===== src/rtl/irq_vec_pkg.sv =====
package irq_vec_pkg;
  typedef enum logic [1:0] {
    PG_CFG  = 2'd0,
    PG_VEC  = 2'd1,
    PG_CTL  = 2'd2,
    PG_NONE = 2'd3
  } page_e;

  localparam int CTL_VECTOR = 0;
  localparam int CTL_EOI    = 1;
  localparam int CTL_SPUR   = 2;
  localparam int CTL_FAST   = 3;
endpackage


===== src/rtl/irq_src_cond.sv =====
module irq_src_cond #(
  parameter bit HAS_POL = 1'b1
) (
  input  logic clk,
  input  logic rst_n,
  input  logic raw_i,
  input  logic edge_mode_i,
  input  logic invert_i,
  input  logic clr_i,
  output logic pend_o
);
  logic raw_q;
  logic pend_q;
  logic inv_eff;
  logic active;
  logic edge_hit;

  // internal sources have no polarity choice
  assign inv_eff  = HAS_POL ? invert_i : 1'b0;
  assign active   = raw_i ^ inv_eff;
  assign edge_hit = inv_eff ? (raw_q & ~raw_i) : (~raw_q & raw_i);

  always_ff @(posedge clk or negedge rst_n) begin
    if (!rst_n) begin
      raw_q  <= 1'b0;
      pend_q <= 1'b0;
    end else begin
      raw_q <= raw_i;
      if (!edge_mode_i) begin
        pend_q <= active;
      end else if (edge_hit) begin
        pend_q <= 1'b1;          // a new edge wins over a same-cycle clear
      end else if (clr_i) begin
        pend_q <= 1'b0;
      end
    end
  end

  assign pend_o = pend_q;

  AST_EDGE_NOT_LOST: assert property (@(posedge clk) disable iff (!rst_n)
    (edge_mode_i && edge_hit) |=> pend_o);
  AST_ACK_CLEARS_EDGE: assert property (@(posedge clk) disable iff (!rst_n)
    (edge_mode_i && clr_i && !edge_hit) |=> !pend_o);
endmodule


===== src/rtl/irq_arbiter.sv =====
module irq_arbiter #(
  parameter int NSRC   = 32,
  parameter int PRIO_W = 3,
  parameter int IDX_W  = 5
) (
  input  logic [NSRC-1:0]        cand_i,
  input  logic [NSRC*PRIO_W-1:0] prio_i,
  input  logic                   floor_vld_i,
  input  logic [PRIO_W-1:0]      floor_i,
  output logic                   win_vld_o,
  output logic [IDX_W-1:0]       win_idx_o,
  output logic [PRIO_W-1:0]      win_prio_o
);
  logic [PRIO_W-1:0] p;
  logic              above;

  // linear scan: strict compare keeps the lowest index on a tie
  always_comb begin
    win_vld_o  = 1'b0;
    win_idx_o  = '0;
    win_prio_o = '0;
    p          = '0;
    above      = 1'b0;
    for (int i = 0; i < NSRC; i++) begin
      p     = prio_i[i*PRIO_W +: PRIO_W];
      above = !floor_vld_i || (p > floor_i);
      if (cand_i[i] && above && (!win_vld_o || (p > win_prio_o))) begin
        win_vld_o  = 1'b1;
        win_idx_o  = IDX_W'(i);
        win_prio_o = p;
      end
    end
  end
endmodule


===== src/rtl/irq_prio_stack.sv =====
module irq_prio_stack #(
  parameter int DEPTH  = 8,
  parameter int PRIO_W = 3
) (
  input  logic              clk,
  input  logic              rst_n,
  input  logic              push_i,
  input  logic [PRIO_W-1:0] push_prio_i,
  input  logic              pop_i,
  output logic              top_vld_o,
  output logic [PRIO_W-1:0] top_o
);
  localparam int PTR_W = $clog2(DEPTH);
  localparam int CNT_W = $clog2(DEPTH + 1);

  logic [PRIO_W-1:0] mem_q [DEPTH];
  logic [CNT_W-1:0]  cnt_q;
  logic              full;

  assign full      = (cnt_q == CNT_W'(DEPTH));
  assign top_vld_o = (cnt_q != '0);
  assign top_o     = top_vld_o ? mem_q[PTR_W'(cnt_q - 1'b1)] : '0;

  always_ff @(posedge clk or negedge rst_n) begin
    if (!rst_n) begin
      cnt_q <= '0;
      for (int i = 0; i < DEPTH; i++) mem_q[i] <= '0;
    end else if (push_i && !full) begin
      mem_q[PTR_W'(cnt_q)] <= push_prio_i;
      cnt_q                <= cnt_q + 1'b1;
    end else if (pop_i && top_vld_o) begin
      cnt_q <= cnt_q - 1'b1;
    end
  end

  AST_NO_OVERFLOW: assert property (@(posedge clk) disable iff (!rst_n)
    push_i |-> !full);
  AST_NEST_RISES: assert property (@(posedge clk) disable iff (!rst_n)
    (push_i && top_vld_o) |=> (top_o > $past(top_o)));
  AST_EMPTY_POP_NOP: assert property (@(posedge clk) disable iff (!rst_n)
    (pop_i && !top_vld_o) |=> !top_vld_o);
endmodule


===== src/rtl/irq_vec_ctrl.sv =====
module irq_vec_ctrl
  import irq_vec_pkg::*;
#(
  parameter int NSRC    = 32,
  parameter int NUM_EXT = 5,
  parameter int PRIO_W  = 3,
  parameter int DATA_W  = 16,
  localparam int IDX_W  = $clog2(NSRC),
  localparam int ADDR_W = IDX_W + 2
) (
  input  logic              clk,
  input  logic              rst_n,
  input  logic [NSRC-1:0]   irq_i,
  input  logic              reg_en_i,
  input  logic              reg_wr_i,
  input  logic [ADDR_W-1:0] reg_addr_i,
  input  logic [DATA_W-1:0] reg_wdata_i,
  output logic              rd_valid_o,
  output logic [DATA_W-1:0] rd_data_o,
  output logic              irq_req_o,
  output logic              fiq_req_o
);
  localparam int STACK_DEPTH = 1 << PRIO_W;
  localparam int CFG_W       = PRIO_W + 3;
  localparam int B_EDGE      = PRIO_W;
  localparam int B_INV       = PRIO_W + 1;
  localparam int B_EN        = PRIO_W + 2;

  page_e             page;
  logic [IDX_W-1:0]  idx;
  logic              rd_stb, wr_stb, ctl_rd, ctl_wr;
  logic              vec_ack, fast_ack, eoi, push;

  logic [NSRC-1:0]        src_en, src_edge, src_inv, src_pend, src_clr, cand;
  logic [NSRC*PRIO_W-1:0] src_prio;
  logic [DATA_W-1:0]      src_vec [NSRC];
  logic [DATA_W-1:0]      spur_q;

  logic              win_vld;
  logic [IDX_W-1:0]  win_idx;
  logic [PRIO_W-1:0] win_prio;
  logic              stk_vld;
  logic [PRIO_W-1:0] stk_top;

  logic [DATA_W-1:0] rd_mux;
  logic [DATA_W-1:0] rd_data_q;
  logic              rd_valid_q;

  // access decode
  assign page     = page_e'(reg_addr_i[ADDR_W-1 -: 2]);
  assign idx      = reg_addr_i[IDX_W-1:0];
  assign rd_stb   = reg_en_i && !reg_wr_i;
  assign wr_stb   = reg_en_i && reg_wr_i;
  assign ctl_rd   = rd_stb && (page == PG_CTL);
  assign ctl_wr   = wr_stb && (page == PG_CTL);
  assign vec_ack  = ctl_rd && (idx == IDX_W'(CTL_VECTOR));
  assign fast_ack = ctl_rd && (idx == IDX_W'(CTL_FAST));
  assign eoi      = ctl_wr && (idx == IDX_W'(CTL_EOI));
  assign push     = vec_ack && win_vld;

  // per-source configuration and trigger conditioning
  for (genvar g = 0; g < NSRC; g++) begin : g_src
    localparam bit EXT = (g < NUM_EXT);
    logic              hit;
    logic              en_q, edge_q, inv_q;
    logic [PRIO_W-1:0] prio_q;
    logic [DATA_W-1:0] vec_q;

    assign hit = wr_stb && (idx == IDX_W'(g));

    always_ff @(posedge clk or negedge rst_n) begin
      if (!rst_n) begin
        en_q   <= 1'b0;
        edge_q <= 1'b0;
        inv_q  <= 1'b0;
        prio_q <= '0;
        vec_q  <= '0;
      end else if (hit && (page == PG_CFG)) begin
        prio_q <= reg_wdata_i[PRIO_W-1:0];
        edge_q <= reg_wdata_i[B_EDGE];
        inv_q  <= EXT ? reg_wdata_i[B_INV] : 1'b0;
        en_q   <= reg_wdata_i[B_EN];
      end else if (hit && (page == PG_VEC)) begin
        vec_q <= reg_wdata_i;
      end
    end

    assign src_en[g]                      = en_q;
    assign src_edge[g]                    = edge_q;
    assign src_inv[g]                     = inv_q;
    assign src_prio[g*PRIO_W +: PRIO_W]   = prio_q;
    assign src_vec[g]                     = vec_q;
    assign src_clr[g] = (push && (win_idx == IDX_W'(g))) || (fast_ack && (g == 0));

    irq_src_cond #(.HAS_POL(EXT)) u_cond (
      .clk         (clk),
      .rst_n       (rst_n),
      .raw_i       (irq_i[g]),
      .edge_mode_i (edge_q),
      .invert_i    (inv_q),
      .clr_i       (src_clr[g]),
      .pend_o      (src_pend[g])
    );
  end

  always_ff @(posedge clk or negedge rst_n) begin
    if (!rst_n) begin
      spur_q <= '0;
    end else if (ctl_wr && (idx == IDX_W'(CTL_SPUR))) begin
      spur_q <= reg_wdata_i;
    end
  end

  // source 0 belongs to the fast line only
  assign cand = src_pend & src_en & {{(NSRC-1){1'b1}}, 1'b0};

  irq_arbiter #(.NSRC(NSRC), .PRIO_W(PRIO_W), .IDX_W(IDX_W)) u_arb (
    .cand_i      (cand),
    .prio_i      (src_prio),
    .floor_vld_i (stk_vld),
    .floor_i     (stk_top),
    .win_vld_o   (win_vld),
    .win_idx_o   (win_idx),
    .win_prio_o  (win_prio)
  );

  irq_prio_stack #(.DEPTH(STACK_DEPTH), .PRIO_W(PRIO_W)) u_stack (
    .clk         (clk),
    .rst_n       (rst_n),
    .push_i      (push),
    .push_prio_i (win_prio),
    .pop_i       (eoi),
    .top_vld_o   (stk_vld),
    .top_o       (stk_top)
  );

  // read data selection
  always_comb begin
    rd_mux = '0;
    unique case (page)
      PG_CFG: rd_mux[CFG_W-1:0] = {src_en[idx], src_inv[idx], src_edge[idx],
                                   src_prio[int'(idx)*PRIO_W +: PRIO_W]};
      PG_VEC: rd_mux = src_vec[idx];
      PG_CTL: begin
        if (idx == IDX_W'(CTL_VECTOR))    rd_mux = win_vld ? src_vec[win_idx] : spur_q;
        else if (idx == IDX_W'(CTL_SPUR)) rd_mux = spur_q;
        else if (idx == IDX_W'(CTL_FAST)) rd_mux = src_vec[0];
        else                              rd_mux = '0;
      end
      default: rd_mux = '0;
    endcase
  end

  always_ff @(posedge clk or negedge rst_n) begin
    if (!rst_n) begin
      rd_valid_q <= 1'b0;
      rd_data_q  <= '0;
    end else begin
      rd_valid_q <= rd_stb;
      if (rd_stb) rd_data_q <= rd_mux;
    end
  end

  assign rd_valid_o = rd_valid_q;
  assign rd_data_o  = rd_data_q;
  assign irq_req_o  = win_vld;
  assign fiq_req_o  = src_pend[0] & src_en[0];

  AST_ACK_ABOVE_FLOOR: assert property (@(posedge clk) disable iff (!rst_n)
    push |-> (!stk_vld || (win_prio > stk_top)));
  AST_ACK_ENABLED: assert property (@(posedge clk) disable iff (!rst_n)
    push |-> src_en[win_idx]);
  AST_SRC0_NOT_NORMAL: assert property (@(posedge clk) disable iff (!rst_n)
    push |-> (win_idx != '0));
  AST_SPUR_NO_PUSH: assert property (@(posedge clk) disable iff (!rst_n)
    (vec_ack && !win_vld) |=> ($stable(stk_vld) && $stable(stk_top)));
  AST_FAST_NO_STACK: assert property (@(posedge clk) disable iff (!rst_n)
    fast_ack |=> ($stable(stk_vld) && $stable(stk_top)));
  AST_RD_ONE_CYCLE: assert property (@(posedge clk) disable iff (!rst_n)
    rd_valid_o |-> $past(rd_stb));
endmodule


===== config.mk =====
export PLATFORM = sky130hd
export DESIGN_NAME = irq_vec_ctrl
export DESIGN_NICKNAME = d
export VERILOG_FILES = /design/src/rtl/irq_vec_pkg.sv /design/src/rtl/irq_src_cond.sv /design/src/rtl/irq_arbiter.sv /design/src/rtl/irq_prio_stack.sv /design/src/rtl/irq_vec_ctrl.sv
export SDC_FILE = /design/constraint.sdc
export NUM_CORES = 2
export LEC_CHECK = 0
export CAP_MARGIN = 0
export CORE_UTILIZATION = 44
export CTS_BUF_LIST = sky130_fd_sc_hd__clkbuf_16
export CTS_CLUSTER_DIAMETER = 80
export DETAILED_ROUTE_END_ITERATION = 16
export GPL_TIMING_DRIVEN = 0
export PLACE_DENSITY_LB_ADDON = 0.15
export SLEW_MARGIN = 20
export SYNTH_ARGS = -nofsm -noshare
export SYNTH_HDL_FRONTEND = slang
export SYNTH_SLANG_ARGS = --single-unit
export TNS_END_PERCENT = 5

===== constraint.sdc =====
create_clock -name clk -period 54.1 [get_ports clk]
set_input_delay 10.82 -clock clk [delete_from_list [all_inputs] [get_ports clk]]
set_output_delay 10.82 -clock clk [all_outputs]
set_load 0.01 [all_outputs]

=== Word-level counts from Yosys, hierarchy flattened ===
Index checks and enable logic that the tools add are counted.

* $add $sub $neg: 2
* Multiply operators: 1
* Order comparisons: 67
* Equal/unequal tests: 97
* Shifts and indexed selects: 1
* Multiplexer cells: 221
* Bitwise operators: 117
* Reductions and logical operators: 333

{| class="wikitable"
|+ Operators by type and width
! kind !! count
|-
| $logic_and A1 B1 Y1 || 201
|-
| $gt A3 B3 Y1 || 61
|-
| $bmux W16 S5 || 2
|-
| $eq A5 B5 Y1 const B || 32
|-
| $mux W1 || 136
|-
| $mux W16 || 8
|-
| $mux W3 || 39
|-
| $ne A3 B1 Y1 const B || 32
|-
| $shiftx A96 B8 Y3 || 1
|-
| $eq A5 B4 Y1 const B || 16
|-
| $mux W5 || 16
|-
| $not A1 Y1 || 69
|-
| $reduce_and A2 Y1 || 32
|-
| $logic_or A1 B1 Y1 || 62
|-
| $eq A5 B3 Y1 const B || 8
|-
| $mux W4 || 10
|-
| $and A1 B1 Y1 || 38
|-
| $logic_not A1 Y1 || 33
|-
| $and A32 B32 Y32 || 1
|-
| $bwmux W24 || 1
|-
| $eq A5 B2 Y1 const B || 4
|-
| $pmux W10 S2 || 1
|-
| $pmux W6 S3 || 1
|-
| $bmux W1 S5 || 3
|-
| 21 further kinds || 32
|}

* Bits in registers: 802
* Bits of input ports: 59
* Output and inout port bits: 19
* Word-level logic and storage cells: 1048

=== Longest topological paths before layout ===
* Word-level depth: 137
* Gate-level depth with buffers: 303
* Mapped depth without buffers: 291

=== By module ===
A second synthesis with hierarchy kept.

* Cells, all modules: 3931
* Area, all modules: 48665.4 µm²

{| class="wikitable"
|+ By module, submodules not included
! module !! times used !! cells each !! area each (µm²) !! seq. area each (µm²)
|-
| irq_vec_ctrl || 1 || 2666 || 37858.8 || 17767.0
|-
| irq_arbiter || 1 || 973 || 7043.0 || 0.0
|-
| irq_src_cond at g_src[10].u_cond ... || 27 || 5 || 67.6 || 50.0
|-
| irq_prio_stack || 1 || 122 || 1507.7 || 700.7
|-
| irq_src_cond at g_src[0].u_cond ... || 5 || 7 || 86.3 || 50.0
|}

=== Least setup slack after synthesis ===
Ideal clock, no wire load.

* Path kind: reg-to-reg
* Start point: reg u_stack.cnt_q[1]
* End point: reg rd_data_q[0] (netlist: rd_data_o[0])
* Setup time: 0.134 ns
* Arrival: 47.974 ns
* Required time: 53.966 ns
* Setup slack: 5.992 ns
* Stages on the path, launching flop included: 269
* Buffers on the path: 14
* Period minus slack after synthesis: 48.108 ns
* Cell sequence: dfrtp_1 clkbuf_1 inv_1 ha_1 buf_4 or3b_1 buf_2 buf_1 clkbuf_1 nand2_1 ha_1 and3_1 or2_2 a21oi_1 o21ai_0 or2_2 ha_1 nor2b_1 [233 not listed] buf_2 nand2_1 o21a_1 ha_1 a21o_1 a21oi_1 a31oi_1 o21a_1 buf_2 nor3_1 o21ai_1 nor4_2 nand4b_1 nor2_2 buf_2 nand3_1 a41oi_1 o31ai_1

* Longest elaborated chain between the ends: 137
* Elaborated cells on any way between the ends: 320
* Those cells by class: add/sub (1); order compare (61); mux (102); bitwise (2); reduce/logical (154)

{| class="wikitable"
|+ Ends and longest elaborated chain
! element !! line !! text
|-
| start, declared || irq_prio_stack.sv:17 || <nowiki>logic [CNT_W-1:0] cnt_q;</nowiki>
|-
| start signal, assigned || irq_prio_stack.sv:30 || <nowiki>cnt_q <= cnt_q + 1'b1;</nowiki>
|-
| start signal, assigned || irq_prio_stack.sv:32 || <nowiki>cnt_q <= cnt_q - 1'b1;</nowiki>
|-
| $sub A4 B1 Y4 || n/a ||
|-
| $not A3 Y4 (implied by the code) || irq_prio_stack.sv:22 || <nowiki>assign top_o = top_vld_o ? mem_q[PTR_W'(cnt_q - 1'b1)] : '0;</nowiki>
|-
| $bmux W3 S3 || irq_prio_stack.sv:22 ||
|-
| $mux W3 (implied by the code) (2 in series) || irq_prio_stack.sv:22 ||
|-
| $mux W3 || irq_prio_stack.sv:22 ||
|-
| $gt A3 B3 Y1 || irq_arbiter.sv:26 || <nowiki>above = !floor_vld_i || (p > floor_i);</nowiki>
|-
| $logic_or A1 B1 Y1 || irq_arbiter.sv:26 ||
|-
| $logic_and A1 B1 Y1 || irq_arbiter.sv:27 || <nowiki>if (cand_i[i] && above && (!win_vld_o || (p > win_prio_o))) begin</nowiki>
|-
| [118 not listed] || n/a ||
|-
| $logic_or A1 B1 Y1 || irq_arbiter.sv:27 ||
|-
| $logic_and A1 B1 Y1 || irq_arbiter.sv:27 ||
|-
| $mux W5 || irq_arbiter.sv:27 ||
|-
| $not A5 Y6 (implied by the code) || irq_vec_ctrl.sv:145 || <nowiki>if (idx == IDX_W'(CTL_VECTOR)) rd_mux = win_vld ? src_vec[win_idx] : spur_q;</nowiki>
|-
| $bmux W16 S5 || irq_vec_ctrl.sv:145 ||
|-
| $mux W16 (implied by the code) (2 in series) || irq_vec_ctrl.sv:145 ||
|-
| $mux W16 * (2 in series) || irq_vec_ctrl.sv:145 ||
|-
| $pmux W6 S3 * || irq_vec_ctrl.sv:140 || <nowiki>unique case (page)</nowiki>
|-
| end signal, assigned || irq_vec_ctrl.sv:160 || <nowiki>if (rd_stb) rd_data_q <= rd_mux;</nowiki>
|-
| end, declared || irq_vec_ctrl.sv:46 || <nowiki>logic [DATA_W-1:0] rd_data_q;</nowiki>
|}

Mark *: on every way between the ends. The rest lies on a longest branch, timed or not. The select of a mux whose other input is x is not followed.
A chain may end at the register's enable or synchronous reset.

=== Final worst setup path ===
* Start point: reg u_stack.cnt_q[0]
* End point: reg g_src[24].u_cond.pend_q

* Longest elaborated chain between the ends: 133
* Elaborated cells on any way between the ends: 317
* Those cells by class: add/sub (1); order compare (61); eq/ne (2); mux (96); bitwise (1); reduce/logical (156)

{| class="wikitable"
|+ Ends and longest elaborated chain
! element !! line !! text
|-
| $sub A4 B1 Y4 || n/a ||
|-
| $not A3 Y4 (implied by the code) || irq_prio_stack.sv:22 ||
|-
| $bmux W3 S3 || irq_prio_stack.sv:22 ||
|-
| $mux W3 (implied by the code) (2 in series) || irq_prio_stack.sv:22 ||
|-
| $mux W3 || irq_prio_stack.sv:22 ||
|-
| $gt A3 B3 Y1 || irq_arbiter.sv:26 ||
|-
| $logic_or A1 B1 Y1 || irq_arbiter.sv:26 ||
|-
| $logic_and A1 B1 Y1 || irq_arbiter.sv:27 ||
|-
| [116 not listed] || n/a ||
|-
| $mux W3 / $mux W1 (equally long branches) || irq_arbiter.sv:27 ||
|-
| $gt A3 B3 Y1 / $logic_not A1 Y1 (equally long branches) || irq_arbiter.sv:27 ||
|-
| $logic_or A1 B1 Y1 || irq_arbiter.sv:27 ||
|-
| $logic_and A1 B1 Y1 || irq_arbiter.sv:27 ||
|-
| $mux W5 / $mux W1 (equally long branches) || irq_arbiter.sv:27 ||
|-
| $eq A5 B5 Y1 / $logic_and A1 B1 Y1 (equally long branches) || irq_vec_ctrl.sv:93, irq_vec_ctrl.sv:59 ||
|-
| $logic_and A1 B1 Y1 * || irq_vec_ctrl.sv:93 || <nowiki>assign src_clr[g] = (push && (win_idx == IDX_W'(g))) || (fast_ack && (g == 0));</nowiki>
|-
| $ne A3 B1 Y1 (no source line) * || n/a ||
|-
| end signal, assigned || irq_src_cond.sv:30 || <nowiki>pend_q <= active;</nowiki>
|-
| end, declared || irq_src_cond.sv:13 || <nowiki>logic pend_q;</nowiki>
|}

Marks and branches as above.

==> impl_metrics.py <==
metrics = {
    "setup_path": {
        "timing.setup.critical_path_class": "flop to flop",
        "critical_path.reg2reg.startpoint": "u_stack.cnt_q[0]",
        "timing.critical_path.required_ns": 54.67,
        "worstPathMaxFanout": 10,
        "start_kind": "flop",
        "timing.critical_path.mode_cell": "a21oi_1",
        "timing.critical_path.slowest_stage_cell": "nor2_2",
        "critPathArrivalTime_ns": 51.58,
        "worst_setup_path_startpoint": "u_stack.cnt_q[0]",
        "worst_path_largest_cell_delay_ns": 0.81,
        "worst_setup_path_end_kind": "flop",
    },
    "place": {
        "placement_cell_area_sq_um": 51270,
        "dpl.hpwl_microns": 158200,
        "gpl.final_weighted_congestion": 1.033,
        "buffer_ports.inserted": 70,
    },
    "yosys": {
        "netlist_area_sq_um": 48220,
        "synth.area.top_cells": "dfrtp_1, mux2_2, mux4_2",
        "synth_edf_count": 0,
        "yosys.area.top_type": "dfrtp_1",
        "netlist_instances": 4169,
        "synth_ff_type": "dfrtp_1",
        "syn_nets": 4365,
        "sequential_fraction_of_the_synthesis_area": 0.4162,
        "ys_ff_latch": 802,
        "synthDominantCellAreaShare": 0.4162,
        "ys.warnings.count": 0,
        "avg_inst_size_synth_sq_um": 11.57,
        "postSynth.asyncResetShare": 1.000,
        "post_synth_num_cell_types": 122,
    },
    "sta": {
        "period_needed_ns": 51.01,
        "hold_slack_ns": 0.4797,
        "max_slew.worst_pin.slew_ns": 1.369,
        "finalSetupViolations": 0,
        "clock-skew-final_ns": 0.04041,
        "fmaxAchievable_ghz": 0.01960,
        "final_min_period_over_clock_period": 0.9429,
        "final-hold-violation-count": 0,
        "slew_violations": 0,
        "slew_headroom": 0.08764,
    },
    "floorplanning": {
        "io-pin-count": 78,
        "floorplan.initialDensity": 0.4436,
        "die_height_microns": 333.1,
        "die_area_sq_um": 110900,
        "die_width_microns": 333.1,
        "placeableCoreArea_sq_um": 108700,
        "rows": 121,
    },
    "hold_path": {
        "min_path_type": "flop to flop",
        "hp-start": "u_stack.mem_q[6]",
    },
    "clock_tree": {
        "worst_setup_hold_path_clk_slew_ns": 0.06,
        "ctsLongestPathBuffers": 3,
        "tritoncts": "yes",
        "numCtsBuffers": 91,
        "cts.sinks": 802,
        "clk_latency_ns": 0.71,
        "clock_tree_root_buffer_cell": "clkbuf_16",
        "htree_levels": 3,
    },
    "pwr": {
        "power_density_nw_per_um2": 30.21,
        "net-switching-power_mw": 0.5745,
        "pwr-share-seq": 0.392,
        "power_frac_clock": 0.365,
        "cellLeakagePower_nw": 24.21,
        "p_comb_frac": 0.243,
        "swShare": 0.3454,
        "vdd_drop_max_uv": 23.32,
        "cell_internal_pwr_mw": 1.089,
    },
    "grt": {
        "maximum_number_of_pins_on_one_net_before_global_route_repair": 130,
        "antenna_found_initial": 9,
        "global_route_wire_length_before_repair_microns": 304900,
        "globalRouteOverflowTotal": 0,
        "total_track_usage": 0.3933,
        "number_of_global_route_vias_before_repair": 38750,
    },
    "detailed_routing": {
        "firstDrtPassIters": 7,
        "route.detailed.vias_per_inst": 6.887,
        "detailroute.via_count": 40640,
        "drc": 0,
        "route.top_layer_used": "met5",
        "wl_met1_microns": 83730,
        "routed-wl-met2_microns": 94140,
        "amount_of_wire_on_met3_after_detailed_routing_microns": 24950,
        "drtIter0Drc": 5441,
        "route.detailed.wl_per_inst_microns": 37.54,
        "drt_wl_total_microns": 221500,
        "ant_nets": 0,
    },
    "layout": {
        "finalInstanceArea_sq_um": 55060,
        "fillers": 9743,
        "post_route_cells_drive_above_1_share": 0.3186,
        "flow.area_growth_from_synthesis_pct": 14.17,
        "fin_nets": 4606,
    },
    "run": {
        "max-cap-violations": 0,
    },
    "run_status": {
        "status": "finished, final reports clean",
    },
}
[power by group through the flow]
stage | clock [mW] | sequential [mW] | combinational, mW
4_1_cts | 0.607 | 0.650 | 0.378
3_3_place_gp | 0 | 0.663 | 0.360
2_1_floorplan | 0 | 0.650 | 0.202
6_report | 0.607 | 0.652 | 0.404
5_1_grt | 0.630 | 0.654 | 0.409
3_5_place_dp | 0 | 0.661 | 0.367
[through the flow]
stage	instances	total power [mW]	setup slack, ns	TNS [ns]	util
detailed placement	5673	1.028	-7.002	-366.05	0.4716
finish	5901	1.663	3.090	0	0.5065
floorplan	4169	0.8527	5.992	0	-
CTS	5870	1.635	0.05501	0	0.5020
global route	5896	1.694	-0.2007	-4.822	0.5064
global placement	5653	1.023	-8.428	-454.32	0.4663
[worst max-delay path: cells and delay by family (launching register included)]
| kind | cells | cell delay [ns] |
|---|---|---|
| AOI/OAI and AO/OA | 128 | 21.14 |
| adders and majority gates | 33 | 9.06 |
| buffers and inverters | 31 | 4.72 |
| DFF | 1 | 0.45 |
| muxes | 10 | 2.78 |
| and+or+nand+nor | 71 | 12.63 |
[sequential cells by signal, indices dropped and copies added, names as in the netlist]
register / flops
g_src.vec_q: 512
u_stack.cnt_q: 4
g_src.u_cond.pend_o: 32
u_stack.mem_q: 24
g_src.u_cond.raw_q: 32
g_src.prio_q: 96
g_src.edge_q: 32
spur_q: 16
rd_data_o: 16
rd_valid_o: 1
g_src.en_q: 32
g_src.inv_q: 5
[metal layers]
metal | global-route usage | vias to the layer above
met2 | 0.5773 | 2711
met5 | 0 | -
met1 | 0.4990 | 20820
li1 | - | 16320
met3 | 0.1195 | 777
met4 | 0.2662 | 10
[cell type report]
| class | count | area (sq um) | share of cell area |
|---|---|---|---|
| Multi-Input combinational cell | 2938 | 26890 | 0.4885 |
| Sequential cell | 802 | 20070 | 0.3646 |
| Clock buffer | 93 | 2327 | 0.04227 |
| Tap cell | 1414 | 1769 | 0.03213 |
| Timing Repair Buffer | 151 | 1584 | 0.02877 |
| Buffer | 283 | 1404 | 0.02550 |
| Inverter | 143 | 536.8 | 0.009749 |
| Clock inverter | 72 | 457.9 | 0.008318 |
| Antenna cell | 5 | 12.51 | 0.0002273 |
[kinds of logic after synthesis]
group,count (synthesis),synth area share
mux,1025,0.2893
simple gates,947,0.09278
compound gates,824,0.1278
flops,802,0.4162
buf+inv,429,0.03726
fa+ha+maj,138,0.03575
xor+xnor,4,0.0008824
[synthesized netlist by cell type, types with 25 or more instances]
cell type	instances
a21o_1	26
o31a_1	25
a32o_1	34
nor2_1	113
o211ai_1	29
clkbuf_1	190
a211oi_1	66
buf_2	37
ha_1	137
nand2_1	470
nor3_1	45
and3_1	40
mux2i_1	109
a32oi_1	33
and2_1	41
buf_1	38
a31oi_1	51
inv_1	143
dfrtp_1	802
mux4_2	221
nand3_1	80
o21ai_0	119
a21oi_1	129
mux2_2	691
[path summary, 6_finish.rpt]
check / endpoint / slack, ns / cells past startpoint
max: g_src[24].u_cond.pend_o / 3.09 / 273
min: u_stack.mem_q[6] / 0.48 / 2
max reg2reg: g_src[24].u_cond.pend_o / 3.09 / 273
min reg2reg: u_stack.mem_q[6] / 0.48 / 2
max in group asynchronous: g_src[28].prio_q[1] / 41.34 / 5
min in group asynchronous: g_src[5].vec_q[12] / 10.05 / 1
[layout by cell type (no fill, tap or decap), drive strengths merged, types with 14 or more instances in the layout]
master and instances:
a21o 26, o21a 18, and2 42, o2111ai 15
o21ai 143, nand2 471, a21oi 140, clkinv 44
ha 137, a31oi 54, nand2b 25, a32o 34
nand4 20, a211oi 69, a221oi 23, a311oi 19
o211ai 30, nor3 47, buf 180, nor2b 21
o311ai 17, dfrtp 802, inv 162, o31ai 14
mux2 691, clkdlybuf4s50 69, a22oi 21, or3 16
nand3 82, o31a 25, a32oi 33, nor2 120
mux4 224, mux2i 110, clkbuf 278, and3 41
[timing repair]
item / in CTS / in global routing
endpoints found under the setup margin: 71 / 71
hold buffers: 0 / 0
gates resized for setup: 65 / 70
pin swaps: 7 / 13
hold endpoints to repair: 0 / 0
setup buffers: 33 / 28
Note: power is estimated with default switching activity, not from simulation.
